==> src/rtl/fpmv_pkg.sv <==
package fpmv_pkg;
  localparam int XLEN   = 64;
  localparam int D_EXP  = 11;
  localparam int D_FRAC = 52;
  localparam int S_EXP  = 8;
  localparam int S_FRAC = 23;
  localparam int D_BIAS = (1 << (D_EXP - 1)) - 1;
  localparam int S_BIAS = (1 << (S_EXP - 1)) - 1;
  localparam int BIAS_GAP = D_BIAS - S_BIAS;
  localparam int CLS_W  = 5;
  localparam int CR_W   = 4;

  typedef enum logic [1:0] {
    OP_COPY_F2I   = 2'd0,
    OP_NARROW_F2I = 2'd1,
    OP_COPY_I2F   = 2'd2,
    OP_WIDEN_I2F  = 2'd3
  } op_e;

  typedef enum logic [1:0] {
    RM_NEAR = 2'd0,
    RM_ZERO = 2'd1,
    RM_UP   = 2'd2,
    RM_DOWN = 2'd3
  } rm_e;

  typedef struct packed {
    logic ox;
    logic ux;
    logic xx;
    logic vxsnan;
    logic fr;
    logic fi;
  } exc_t;

  localparam logic [CLS_W-1:0] CLS_PZERO = 5'b00010;
  localparam logic [CLS_W-1:0] CLS_NZERO = 5'b10010;
  localparam logic [CLS_W-1:0] CLS_PSUB  = 5'b10100;
  localparam logic [CLS_W-1:0] CLS_NSUB  = 5'b11000;
  localparam logic [CLS_W-1:0] CLS_PNORM = 5'b00100;
  localparam logic [CLS_W-1:0] CLS_NNORM = 5'b01000;
  localparam logic [CLS_W-1:0] CLS_PINF  = 5'b00101;
  localparam logic [CLS_W-1:0] CLS_NINF  = 5'b01001;
  localparam logic [CLS_W-1:0] CLS_QNAN  = 5'b10001;

  function automatic logic [4:0] top_one(input logic [S_FRAC-1:0] v);
    logic [4:0] p;
    p = '0;
    for (int i = 0; i < S_FRAC; i++) begin
      if (v[i]) p = 5'(i);
    end
    return p;
  endfunction
endpackage

==> src/rtl/fpmv_narrow.sv <==
module fpmv_narrow
  import fpmv_pkg::*;
(
  input  logic [XLEN-1:0]         din,
  input  rm_e                     rm,
  output logic [S_EXP+S_FRAC:0]   dout,
  output exc_t                    exc
);
  localparam int MW    = D_FRAC + 1;
  localparam int KW    = S_FRAC + 1;
  localparam int TW    = 128;
  localparam int SHMAX = KW + 2;
  localparam int EW    = 14;
  localparam logic [S_EXP-1:0] EMAX_S = {S_EXP{1'b1}};

  logic              s;
  logic [D_EXP-1:0]  e;
  logic [D_FRAC-1:0] f;
  logic [MW-1:0]     m;
  logic signed [EW-1:0] es, eo;
  logic [5:0]        sh;
  logic [TW-1:0]     t;
  logic [KW-1:0]     kept;
  logic              rnd, st, inc, inexact, to_inf;
  logic [KW:0]       sum;

  assign s = din[XLEN-1];
  assign e = din[XLEN-2 -: D_EXP];
  assign f = din[D_FRAC-1:0];

  always_comb begin
    m  = {|e, f};
    es = $signed(EW'(e == '0 ? D_EXP'(1) : e)) - EW'(BIAS_GAP);
    if (es >= 1)            sh = '0;
    else if (es < -(KW))    sh = 6'(SHMAX);
    else                    sh = 6'(EW'(1) - es);
    t    = {m, {(TW-MW){1'b0}}} >> sh;
    kept = t[TW-1 -: KW];
    rnd  = t[TW-1-KW];
    st   = |t[TW-2-KW:0];
    inexact = rnd | st;
    case (rm)
      RM_NEAR: inc = rnd & (st | kept[0]);
      RM_ZERO: inc = 1'b0;
      RM_UP:   inc = ~s & inexact;
      default: inc = s & inexact;
    endcase
    sum = {1'b0, kept} + (KW+1)'(inc);
    if (sh != '0) eo = EW'(sum[KW-1]);
    else          eo = es + EW'(sum[KW]);
    to_inf = (rm == RM_NEAR) | ((rm == RM_UP) & ~s) | ((rm == RM_DOWN) & s);

    exc  = '0;
    dout = '0;
    if (&e) begin
      if (f == '0) begin
        dout = {s, EMAX_S, {S_FRAC{1'b0}}};
      end else begin
        dout       = {s, EMAX_S, 1'b1, f[D_FRAC-2 -: S_FRAC-1]};
        exc.vxsnan = ~f[D_FRAC-1];
      end
    end else if (e == '0 && f == '0) begin
      dout = {s, {(S_EXP+S_FRAC){1'b0}}};
    end else if (eo >= EW'(EMAX_S)) begin
      dout   = to_inf ? {s, EMAX_S, {S_FRAC{1'b0}}}
                      : {s, EMAX_S - S_EXP'(1), {S_FRAC{1'b1}}};
      exc.ox = 1'b1;
      exc.xx = 1'b1;
      exc.fi = 1'b1;
      exc.fr = to_inf;
    end else begin
      dout   = {s, eo[S_EXP-1:0], sum[KW] ? {S_FRAC{1'b0}} : sum[S_FRAC-1:0]};
      exc.xx = inexact;
      exc.fi = inexact;
      exc.fr = inc;
      exc.ux = (sh != '0) & inexact;
    end
  end
endmodule

==> src/rtl/fpmv_widen.sv <==
module fpmv_widen
  import fpmv_pkg::*;
(
  input  logic [S_EXP+S_FRAC:0] din,
  output logic [XLEN-1:0]       dout,
  output exc_t                  exc
);
  localparam int PAD = D_FRAC - S_FRAC;
  localparam int SUB_BASE = D_BIAS - S_BIAS - S_FRAC + 1;

  logic              s;
  logic [S_EXP-1:0]  e;
  logic [S_FRAC-1:0] f, fn;
  logic [4:0]        p;

  assign s = din[S_EXP+S_FRAC];
  assign e = din[S_FRAC +: S_EXP];
  assign f = din[S_FRAC-1:0];

  always_comb begin
    p    = top_one(f);
    fn   = f << (5'(S_FRAC) - p);
    exc  = '0;
    if (&e) begin
      if (f == '0) begin
        dout = {s, {D_EXP{1'b1}}, {D_FRAC{1'b0}}};
      end else begin
        dout       = {s, {D_EXP{1'b1}}, 1'b1, f[S_FRAC-2:0], {PAD{1'b0}}};
        exc.vxsnan = ~f[S_FRAC-1];
      end
    end else if (e == '0) begin
      if (f == '0) dout = {s, {(XLEN-1){1'b0}}};
      else         dout = {s, D_EXP'(p) + D_EXP'(SUB_BASE), fn, {PAD{1'b0}}};
    end else begin
      dout = {s, D_EXP'(e) + D_EXP'(BIAS_GAP), f, {PAD{1'b0}}};
    end
  end
endmodule

==> src/rtl/fpmv_classify.sv <==
module fpmv_classify
  import fpmv_pkg::*;
#(
  parameter int EW = 8,
  parameter int FW = 23
) (
  input  logic [EW+FW:0]    v,
  output logic [CLS_W-1:0]  cls
);
  logic          s;
  logic [EW-1:0] e;
  logic [FW-1:0] f;

  assign s = v[EW+FW];
  assign e = v[FW +: EW];
  assign f = v[FW-1:0];

  always_comb begin
    if (&e) begin
      if (f != '0) cls = CLS_QNAN;
      else         cls = s ? CLS_NINF : CLS_PINF;
    end else if (e == '0) begin
      if (f == '0) cls = s ? CLS_NZERO : CLS_PZERO;
      else         cls = s ? CLS_NSUB : CLS_PSUB;
    end else begin
      cls = s ? CLS_NNORM : CLS_PNORM;
    end
  end
endmodule

==> src/rtl/fpmv_cond.sv <==
module fpmv_cond
  import fpmv_pkg::*;
(
  input  logic            int_dst,
  input  logic [XLEN-1:0] res,
  input  logic            so_in,
  input  logic [3:0]      flags_in,
  input  logic [3:0]      trap_en,
  input  exc_t            exc,
  output logic [CR_W-1:0] cr
);
  logic raised, enabled, lt, gt, eq;

  always_comb begin
    raised  = exc.ox | exc.ux | exc.xx | exc.vxsnan;
    enabled = (trap_en[3] & exc.vxsnan) | (trap_en[2] & exc.ox) |
              (trap_en[1] & exc.ux) | (trap_en[0] & exc.xx);
    lt = res[XLEN-1];
    eq = (res == '0);
    gt = ~lt & ~eq;
    if (int_dst) cr = {lt, gt, eq, so_in};
    else cr = {flags_in[3] | raised, flags_in[2] | enabled,
               flags_in[1] | exc.vxsnan, flags_in[0] | exc.ox};
  end
endmodule

==> src/rtl/fpmv_unit.sv <==
module fpmv_unit
  import fpmv_pkg::*;
(
  input  logic            clk,
  input  logic            rst_n,
  input  logic            in_valid,
  output logic            in_ready,
  input  logic [1:0]      in_op,
  input  logic            in_rec,
  input  logic [1:0]      in_rmode,
  input  logic [XLEN-1:0] in_data,
  input  logic            in_so,
  input  logic [3:0]      in_fpflags,
  input  logic [3:0]      in_trap_en,
  output logic            out_valid,
  input  logic            out_ready,
  output logic [XLEN-1:0] out_data,
  output logic            out_int_dst,
  output logic [5:0]      out_exc,
  output logic            out_class_we,
  output logic [CLS_W-1:0] out_class,
  output logic            out_cr_we,
  output logic [CR_W-1:0] out_cr
);
  localparam int SW = S_EXP + S_FRAC + 1;

  op_e              op;
  logic [SW-1:0]    n_res;
  exc_t             n_exc, w_exc, c_exc;
  logic [XLEN-1:0]  w_res, c_res;
  logic [CLS_W-1:0] n_cls, w_cls, c_cls;
  logic [CR_W-1:0]  c_cr;
  logic             c_int, c_cwe, take;
  logic             q_raw;

  assign op       = op_e'(in_op);
  assign in_ready = ~out_valid | out_ready;
  assign take     = in_valid & in_ready;

  fpmv_narrow u_narrow (.din(in_data), .rm(rm_e'(in_rmode)), .dout(n_res), .exc(n_exc));
  fpmv_widen  u_widen  (.din(in_data[SW-1:0]), .dout(w_res), .exc(w_exc));
  fpmv_classify #(.EW(S_EXP), .FW(S_FRAC)) u_cls_s (.v(n_res), .cls(n_cls));
  fpmv_classify #(.EW(D_EXP), .FW(D_FRAC)) u_cls_d (.v(w_res), .cls(w_cls));

  always_comb begin
    c_int = ~op[1];
    case (op)
      OP_NARROW_F2I: begin c_res = {{(XLEN-SW){1'b0}}, n_res}; c_exc = n_exc; c_cls = n_cls; end
      OP_WIDEN_I2F:  begin c_res = w_res;   c_exc = w_exc; c_cls = w_cls; end
      default:       begin c_res = in_data; c_exc = '0;    c_cls = '0;    end
    endcase
    c_cwe = op[0] & ~(in_trap_en[3] & c_exc.vxsnan);
  end

  fpmv_cond u_cond (
    .int_dst(c_int), .res(c_res), .so_in(in_so), .flags_in(in_fpflags),
    .trap_en(in_trap_en), .exc(c_exc), .cr(c_cr)
  );

  always_ff @(posedge clk) begin
    if (!rst_n) begin
      out_valid    <= 1'b0;
      out_data     <= '0;
      out_int_dst  <= 1'b0;
      out_exc      <= '0;
      out_class_we <= 1'b0;
      out_class    <= '0;
      out_cr_we    <= 1'b0;
      out_cr       <= '0;
      q_raw        <= 1'b0;
    end else begin
      if (take) begin
        out_valid    <= 1'b1;
        out_data     <= c_res;
        out_int_dst  <= c_int;
        out_exc      <= c_exc;
        out_class_we <= c_cwe;
        out_class    <= c_cls;
        out_cr_we    <= in_rec;
        out_cr       <= in_rec ? c_cr : '0;
        q_raw        <= ~op[0];
      end else if (out_ready) begin
        out_valid    <= 1'b0;
      end
    end
  end
endmodule

==> config.mk <==
export PLATFORM = sky130hd
export DESIGN_NAME = fpmv_unit
export DESIGN_NICKNAME = d
export VERILOG_FILES = /design/src/rtl/fpmv_pkg.sv /design/src/rtl/fpmv_narrow.sv /design/src/rtl/fpmv_widen.sv /design/src/rtl/fpmv_classify.sv /design/src/rtl/fpmv_cond.sv /design/src/rtl/fpmv_unit.sv
export SDC_FILE = /design/constraint.sdc
export NUM_CORES = 1
export LEC_CHECK = 0
export ABC_AREA = 1
export BUFFER_PORTS_ARGS = -buffer_cell sky130_fd_sc_hd__buf_2
export CAP_MARGIN = 20
export CORE_UTILIZATION = 53
export DETAILED_ROUTE_END_ITERATION = 10
export GPL_ROUTABILITY_DRIVEN = 0
export PLACE_DENSITY = 0.74
export SLEW_MARGIN = 20
export SYNTH_ARGS = -nofsm -noshare
export SYNTH_HDL_FRONTEND = slang
export SYNTH_HIERARCHICAL = 1
export SYNTH_SLANG_ARGS = --single-unit
==> constraint.sdc <==
create_clock -name clk -period 16.25 [get_ports clk]
set_input_delay 2.4375 -clock clk [delete_from_list [all_inputs] [get_ports clk]]
set_output_delay 2.4375 -clock clk [all_outputs]
set_load 0.02 [all_outputs]
==> run metrics <==
Routed Wire Length=47.8 mm; leading cell types by count after synthesis=nand2_1 (818), nand3_1 (399), nor2_1 (351), inv_1 (135), o21ai_0 (120); worst slew slack as a fraction of its limit=26.8%; startpoint type of the worst setup path=input port; endpoint of the worst hold path=out_cr_we; flop-to-flop setup slack=13.50 ns; Via-to-Cell Ratio=6.01; count of cell types in the netlist=52; number of nets still failing antenna checks after routing=0; CTS Hold Bufs=0; proportion of synthesized flip-flops having asynchronous set or reset=0%; fraction of layout instances using a drive strength above 1=12.4%; worst stage delay on the critical path=0.99 ns; maximum clock rate=0.0843 GHz; Root Buffer Master=clkbuf_16; post-synthesis register bit count=83; total routing usage reported by global routing=37.9%; Detail Placement HPWL=35.9 mm; Die Y-Extent=155 µm; status=complete, no violations; endpoint type of the worst setup path=register; die footprint=24100 µm²; area inside the core boundary=22800 µm²; data arrival time of the critical path=12.12 ns; global-route wire length before repair=73.1 mm; Worst Setup Path Type=input port to register; mean instance size in the synthesized netlist=5.22 µm²; Std-Cell Rows=55; cts bufs inserted=9; CTS tree=done; launch point of the worst reg-to-reg path=out_valid; clock skew=0.00356 ns; Ys Warns=6; cell depth of the worst flop-to-flop path=6; DRC violations left=0; power per cell area=67.6 nW/µm²; Cells after DPL=2743; Layout Utilization=57.6%; buffers added on ports=165; dominant cell by count in the synthesized netlist=nand2_1; initial cell density of the core=54.6%; total number of vias=16600; final cell count without fillers=2761; largest cells by area after synthesis=nand2_1 (25%), nand3_1 (16%), dfxtp_1 (13%); Skew-Pair Late Insertion Delay=0.33 ns; synthesized instance count=2390; die outline width=155 µm; highest ir drop seen on vdd=0.0629 mV; max-slew violation count=0; total grt overflow=0; RSZ-0062 raised after global routing=no; Worst Tran Pin Value=1.09 ns; CTS sink cnt=83; starting DRC count in detailed routing=2886; synth-to-layout area growth=5.55%; number of max-cap violations=0; prevailing post-synth register cell=dfxtp_1; cell with the largest stage delay on the worst path=inv_2; clock transition time at the flip-flop clock pins of the worst setup and hold paths=0.06 ns; layout net count=2536; r2r endpoint=out_data[46]; share of the yosys chip area belonging to registers=13.3%; CTS resizes=0; path class of the lowest-slack min-delay path=register to register; launch point of the worst hold path=out_cr_we; data required time at the worst endpoint=16.51 ns; fin crit share=73.0%; most common cell type on the critical path=nand2_1; postcts setup bufs=0; post-synth design cell area=12500 µm²; initial antenna violation count=1; largest net degree at the start of global routing=84; buffer levels on the longest clock path=2; Final setup viols=0; hold path depth=2; Sum Neg Setup Slack=0 ns; most area-hungry cell type in the Yosys netlist=nand2_1; leakage power=6.88 nW; Pre-antenna DRT Iters=8; Final Hold Viols=0; average wire per standard cell=17.3 µm; Worst Path Max Fanout=60; H-tree level count=3; Period minus WS final=11.87 ns; Post-synth EDFFs=0; vias in the first global route=14200; top-level port count=166; Yosys top cell area share=24.6%
==> final cells by class <==
| cell class | count | area, µm² |
|---|---|---|
| Fill cell | 2412 | 9680 |
| Multi-Input combinational cell | 2021 | 9320 |
| Sequential cell | 83 | 1660 |
| Timing Repair Buffer | 169 | 876 |
| Inverter | 158 | 598 |
| Tap cell | 313 | 392 |
| Clock buffer | 10 | 229 |
| Clock inverter | 6 | 88.8 |
| Antenna cell | 1 | 2.50 |
==> critical path, delay by kind of cell <==
kind | cells | cell delay [ns]
simple gates | 43 | 5.68
compound gates | 4 | 0.85
fa+ha+maj | 5 | 1.17
buf+inv | 9 | 1.92
==> power breakdown <==
group | switching (W) | internal [W] | total [W] | leakage [nW]
sequential | 0.00000844 | 0.000220 | 0.000228 | 0.687
clock | 0.0000808 | 0.000135 | 0.000216 | 0.149
combinational | 0.000321 | 0.000125 | 0.000446 | 6.04
==> how the worst max path moves through the flow <==
stage / cells past startpoint / to / start
floorplan: 62 / out_cr[2] / in_data[60]
global placement: 61 / out_cr[2] / in_data[59]
detailed placement: 61 / out_cr[2] / in_data[59]
CTS: 61 / out_cr[2] / in_data[59]
global route: 61 / out_cr[2] / in_data[59]
finish: 61 / out_cr[2] / in_data[59]
==> cell families (layout without fill, tap and decap cells) <==
logic type | count (synthesis) | in the layout | synth area share [%]
simple gates | 1736 | 1736 | 61.6
flops | 83 | 83 | 13.3
other cells | 1 | 35 | 0.0301
fa+ha+maj | 12 | 12 | 1.20
compound gates | 223 | 223 | 9.64
buf+inv | 319 | 343 | 13.0
xor+xnor | 15 | 15 | 1.05
mux | 1 | 1 | 0.0803
==> state kept, by name, indices dropped and copies added (netlist names) <==
| name | count |
|---|---|
| out_data | 64 |
| out_exc | 6 |
| out_class | 5 |
| out_cr | 4 |
| out_class_we | 1 |
| out_cr_we | 1 |
| out_int_dst | 1 |
| out_valid | 1 |
==> through the flow <==
stage	area (µm²)	hold WS, ns	worst slack, ns	total power (W)
4_1_cts	13100	0.465	4.41	0.000870
3_5_place_dp	12800	0.456	4.07	0.000654
2_1_floorplan	12600	0.541	7.32	0.000550
5_1_grt	13200	0.490	3.62	0.000937
3_3_place_gp	12800	0.449	4.39	0.000651
6_report	13200	0.462	4.38	0.000890
==> per-layer routing <==
layer | global-route usage, % | part of all wire, % | vias up
li1 | - | - | 7813
met1 | 49.9 | 39 | 7205
met2 | 57.0 | 41 | 1337
met3 | 8.97 | 14 | 234
met4 | 20.3 | 6.1 | 2
met5 | 0 | 0.061 | -
==> cell usage in the layout, fill, tap and decap left out, types with 3 or more instances in the layout <==
cell	instances
nand3b_1	6
nand2_1	817
inv_2	19
o211ai_1	10
clkbuf_16	9
nand3_1	399
xor2_1	10
dfxtp_1	83
clkinv_2	3
nor2_1	349
nor3_1	11
nand4_1	33
xnor2_1	5
buf_2	165
a31oi_1	3
ha_1	12
a21oi_1	34
nor4_1	23
nand2_4	4
conb_1	34
a21oi_2	3
o21ai_2	3
nand3_2	27
nand2_2	22
o21ai_0	120
nor2_2	19
o22ai_1	7
nand2_8	3
inv_1	134
buf_4	3
and2_1	4
nor2_4	8
o21ai_1	34
No activity file was read; power rests on OpenSTA's default activity.
